File: config.mk
export PLATFORM = sky130hd
export DESIGN_NAME = rst_gear_ctrl
export DESIGN_NICKNAME = d
export VERILOG_FILES = /design/src/rtl/rgc_pkg.sv /design/src/rtl/rgc_sync.sv /design/src/rtl/rgc_qualify.sv /design/src/rtl/rgc_gear.sv /design/src/rtl/rst_gear_ctrl.sv
export SDC_FILE = /design/constraint.sdc
export NUM_CORES = 1
export LEC_CHECK = 0
export BUFFER_PORTS_ARGS = -buffer_cell sky130_fd_sc_hd__buf_2
export CORE_MARGIN = 4
export CORE_UTILIZATION = 45
export CTS_CLUSTER_DIAMETER = 60
export DETAILED_ROUTE_END_ITERATION = 6
export PLACE_DENSITY = 0.92
export SLEW_MARGIN = 5
export SYNTH_ARGS = -nofsm -noshare
export SYNTH_HDL_FRONTEND = slang
export SYNTH_HIERARCHICAL = 1
export SYNTH_SLANG_ARGS = --single-unit
File: constraint.sdc
create_clock -name clk -period 3.4 [get_ports clk]
set_clock_uncertainty 0.1 [all_clocks]
set_input_delay 0.51 -clock clk [delete_from_list [all_inputs] [get_ports clk]]
set_output_delay 0.51 -clock clk [all_outputs]
set_load 0.1 [all_outputs]
File: src/rtl/rgc_pkg.sv
package rgc_pkg;
  localparam int GEAR_W = 4;
  typedef logic [GEAR_W-1:0] gear_t;
  localparam gear_t GEAR_DIV8 = gear_t'(8);

  // A legal ratio is a single set bit: 1, 2, 4 or 8.
  function automatic logic gear_legal(gear_t code);
    return ($countones(code) == 1);
  endfunction
endpackage

File: src/rtl/rgc_sync.sv
module rgc_sync #(
  parameter int   STAGES    = 2,
  parameter logic RESET_VAL = 1'b0
) (
  input  logic clk,
  input  logic arst_n,
  input  logic d,
  output logic q
);
  logic [STAGES-1:0] chain_q;

  genvar g;
  generate
    for (g = 0; g < STAGES; g++) begin : g_stage
      logic stage_d;
      if (g == 0) begin : g_first
        assign stage_d = d;
      end else begin : g_rest
        assign stage_d = chain_q[g-1];
      end
      always_ff @(posedge clk or negedge arst_n) begin
        if (!arst_n) chain_q[g] <= RESET_VAL;
        else         chain_q[g] <= stage_d;
      end
    end
  endgenerate

  assign q = chain_q[STAGES-1];
endmodule

File: src/rtl/rgc_qualify.sv
module rgc_qualify #(
  parameter int QUAL_CYCLES = 12
) (
  input  logic clk,
  input  logic arst_n,
  input  logic pin_low,      // synchronized pin is asserted
  output logic in_rst,       // internal reset, active high
  output logic release_now   // this edge ends the internal reset
);
  localparam int CNT_W = $clog2(QUAL_CYCLES + 1);
  localparam logic [CNT_W-1:0] CNT_MAX = CNT_W'(QUAL_CYCLES);

  logic [CNT_W-1:0] cnt_q, cnt_d;
  logic             rst_q, rst_d;
  logic             cnt_en;

  always_comb begin
    cnt_en = pin_low && (cnt_q != CNT_MAX);
    cnt_d  = cnt_q;
    if (!pin_low)    cnt_d = '0;
    else if (cnt_en) cnt_d = cnt_q + 1'b1;

    rst_d = rst_q;
    if (!pin_low)              rst_d = 1'b0;
    else if (cnt_d == CNT_MAX) rst_d = 1'b1;
  end

  always_ff @(posedge clk or negedge arst_n) begin
    if (!arst_n) begin
      cnt_q <= '0;
      rst_q <= 1'b1;
    end else begin
      cnt_q <= cnt_d;
      rst_q <= rst_d;
    end
  end

  assign in_rst      = rst_q;
  assign release_now = rst_q && !pin_low;
endmodule

File: src/rtl/rgc_gear.sv
module rgc_gear
  import rgc_pkg::*;
(
  input  logic  clk,
  input  logic  arst_n,
  input  logic  in_rst,
  input  logic  release_now,
  input  logic  pll_off,
  input  logic  we,
  input  gear_t wdata,
  output gear_t gear,
  output logic  sel_ext
);
  gear_t gear_q, gear_d;
  logic  sel_q, sel_d;
  logic  wr_en;

  always_comb begin
    wr_en  = we && !in_rst && gear_legal(wdata);
    gear_d = gear_q;
    if (in_rst)     gear_d = GEAR_DIV8;
    else if (wr_en) gear_d = wdata;

    sel_d = sel_q;
    if (release_now) sel_d = pll_off;
  end

  always_ff @(posedge clk or negedge arst_n) begin
    if (!arst_n) begin
      gear_q <= GEAR_DIV8;
      sel_q  <= 1'b0;
    end else begin
      gear_q <= gear_d;
      sel_q  <= sel_d;
    end
  end

  assign gear    = gear_q;
  assign sel_ext = sel_q;
endmodule

File: src/rtl/rst_gear_ctrl.sv
module rst_gear_ctrl #(
  parameter int          QUAL_CYCLES = 12,
  parameter int          SYNC_STAGES = 2,
  parameter int          VEC_W       = 32,
  parameter logic [31:0] RESET_VEC   = 32'hBFC0_0000
) (
  input  logic             clk,
  input  logic             por_n,
  input  logic             rst_pin_n,
  input  logic             pll_off,
  input  logic             gear_we,
  input  logic [3:0]       gear_wdata,
  output logic             core_rst_n,
  output logic             clk_sel_ext,
  output logic [3:0]       gear_code,
  output logic [VEC_W-1:0] reset_vector,
  output logic             periph_clr,
  output logic             port_gp_force
);
  import rgc_pkg::*;

  logic pin_sync;
  logic in_rst;
  logic release_now;

  // Reset value 0 keeps reset held after power-on until the pin is seen high.
  rgc_sync #(.STAGES(SYNC_STAGES), .RESET_VAL(1'b0)) u_sync (
    .clk    (clk),
    .arst_n (por_n),
    .d      (rst_pin_n),
    .q      (pin_sync)
  );

  rgc_qualify #(.QUAL_CYCLES(QUAL_CYCLES)) u_qual (
    .clk         (clk),
    .arst_n      (por_n),
    .pin_low     (!pin_sync),
    .in_rst      (in_rst),
    .release_now (release_now)
  );

  rgc_gear u_gear (
    .clk         (clk),
    .arst_n      (por_n),
    .in_rst      (in_rst),
    .release_now (release_now),
    .pll_off     (pll_off),
    .we          (gear_we),
    .wdata       (gear_wdata),
    .gear        (gear_code),
    .sel_ext     (clk_sel_ext)
  );

  assign core_rst_n    = !in_rst;
  assign periph_clr    = in_rst;
  assign port_gp_force = in_rst;
  assign reset_vector  = VEC_W'(RESET_VEC);
endmodule

==> results.json <==
{
  "cp-startpoint": "gear_wdata[0]",
  "drv_cap": 0,
  "async_flop_share": 1.000,
  "overflow": 0,
  "synth_area_per_cell_um2": 9.767,
  "area_growth_pct": 0.1377,
  "setup-tns-final_ns": 0,
  "gp_congestion": 0.7598,
  "grt_max_degree": 14,
  "dr_total_vias": 541,
  "period_needed_ns": 2.205,
  "rsz0062_at_grt": "false",
  "pwr-share-comb": 0.579,
  "intPower_uw": 284.7,
  "dpl_cell_area_um2": 873.3,
  "pwr-share-seq": 0.262,
  "synth-seq-cells": 12,
  "hp-class": "in2async",
  "layout_common_cells": "32 x conb_1, 16 x buf_2, 10 x dfrtp_1",
  "status": "complete, but fails checks",
  "port_buffers": 16,
  "routed_wl_um": 1412,
  "dieWidth_um": 52.93,
  "start_kind": "input port",
  "cts_buffer_depth": 2,
  "wl_per_cell_um": 10.54,
  "fill_cells": 183,
  "grt.total_usage": 0.09786,
  "stdcell_area_um2": 909.6,
  "r2r_start": "u_qual/cnt_q[0]$_DFF_PN0_",
  "synth_compound_area_frac": 0.04408,
  "antenna_found_initial": 0,
  "ios": 49,
  "hold_viol": 10,
  "drcViolationCount": 0,
  "syn-instance-count": 93,
  "hpwl_um": 1214,
  "cts_hold_buf": 0,
  "fmax_mhz": 453.5,
  "clock-sinks": 12,
  "grt_pass1_vias": 467,
  "finalCritPeriodShare": 0.6486,
  "first_iter_violations": 3,
  "arrival_ns": 2.30,
  "ys_seq_area_frac": 0.3333,
  "cts_resized": 0,
  "violations": "hold timing",
  "drtAntennaViolNets": 0,
  "end_kind": "flop",
  "design.die.area_um2": 2802,
  "layout_commonest_cell": "conb_1",
  "cts.clk_slew.worst_paths_ns": 0.08,
  "viasPerCell": 4.037,
  "worst-path-max-fanout": 4,
  "synth_simple_gate_area_frac": 0.1212,
  "cts_buffers": 3,
  "vdd_ir_drop_max_mv": 0.4676,
  "leakagePower_uw": 0.0005074,
  "synth_edf_count": 0,
  "dp_worst_setup_slack_ns": 0.8713,
  "layout-drive-gt1-share": 0.2385,
  "clock_latency_ns": 0.27,
  "synth_xor_area_frac": 0.009642,
  "start_util": 0.4990,
  "netlist_area_um2": 908.4,
  "firstDrtPassIters": 2,
  "setup_violations": 0,
  "std_cell_rows": 15,
  "cts_setup_buffers": 0,
  "power_density_nw_per_um2": 789.3,
  "grt_pass1_wl_um": 1952,
  "switching_share": 0.6035,
  "synth_top_family_by_area": "buffers and inverters",
  "synth.area.mux_share": 0.08402,
  "hold_slack_ns": -0.008701,
  "die_y_um": 52.93,
  "synthAdderAreaFrac": 0.07713,
  "coreArea_um2": 1821,
  "setup_slack_ns": 1.195,
  "ys_types": 24,
  "cts_tree": "done",
  "r2r_cells": 5,
  "fin_nets": 124,
  "cp.required_ns": 3.50,
  "htreeDepth": 1,
  "crit_type": "in2reg",
  "cts-root-buf": "clkbuf_4",
  "drv_slew": 0,
  "antenna_cells": 0,
  "synth_ff_type": "dfrtp_1",
  "yosys_warnings": 6,
  "clkPwrFrac": 0.159,
  "p_switching_uw": 433.3
}
## metrics by stage
stage                     instances  total power, uW  utilization
final                           134            718.0       0.4997
after global routing            134            746.7       0.4997
after CTS                       134            721.3       0.4997
after detailed placement        130            608.3       0.4797
after global placement          130            600.7       0.4797
after floorplan                 123            594.0            -
## routing by layer
metal | track usage | vias to the layer above | share of wire
met5 | 0 | - | 0
met2 | 0.1777 | 30 | 0.52
li1 | - | 261 | -
met1 | 0.1053 | 248 | 0.38
met3 | 0.03662 | 2 | 0.094
met4 | 0.02553 | 0 | 0.0064
## cell families (layout without fill, tap and decap cells)
| family | count (synthesis) | after routing |
|---|---|---|
| buffers and inverters | 43 | 29 |
| DFF | 12 | 12 |
| adders and majority gates | 5 | 5 |
| xor gates and xnor gates | 1 | 1 |
| muxes | 7 | 7 |
| AOI/OAI and AO/OA | 5 | 5 |
| and+or+nand+nor | 18 | 18 |
| other | 2 | 32 |
## final timing paths
path	to	slack [ns]
max	u_gear/gear[2]$_DFFE_PN0P_	1.19
min	u_qual/cnt_q[0]$_DFF_PN0_	-0.009
max reg2reg	u_qual/in_rst$_DFFE_PN1P_	1.76
min reg2reg	u_sync/q$_DFF_PN0_	0.26
max in group asynchronous	u_gear/gear[3]$_DFFE_PN1P_	2.94
min in group clk	u_sync/g_stage[1].stage_d$_DFF_PN0_	0.24
## state kept, by name, summed over array words and instances, names as in the netlist
name / flops
u_gear/gear: 4
u_sync/q: 1
u_qual/in_rst: 1
u_gear/sel_ext: 1
u_sync/g_stage.stage_d: 1
u_qual/cnt_q: 4
## worst max-delay path: stages
cell	delay, ns
buf_2	0.09
inv_1	0.05
fa_1	0.54
inv_1	0.04
ha_1	0.17
ha_1	0.26
and4bb_1	0.40
mux2i_1	0.23
## layout make-up
type,instances,area [um^2],share of cell area
clock buffer,4,36.28,0.03989
timing repair buffer,16,80.08,0.08803
inverter,9,33.78,0.03714
tap,25,31.28,0.03439
multi-input combinational,68,425.4,0.4677
sequential,12,302.8,0.3329
## cell usage after synthesis (all sizes together), types with 2 or more instances
library cell  instances  area [um^2]
inv                   9        33.78
nor2                  3        11.26
nand2b                7        43.79
dfrtp                10        250.2
conb                  2        7.510
mux2                  2        26.27
nor2b                 3        18.77
nand2                 2        7.510
buf                  34        259.0
ha                    4        50.05
mux2i                 5        50.05
dfstp                 2        52.55
## power groups by stage
stage / Combinational (uW) / Sequential (uW) / Clock [uW]
final: 415 / 188 / 114
after global routing: 430 / 194 / 123
after CTS: 417 / 189 / 115
after detailed placement: 417 / 192 / 0
after global placement: 410 / 190 / 0
after floorplan: 229 / 365 / 0
Power figures use the tool's default switching activity.
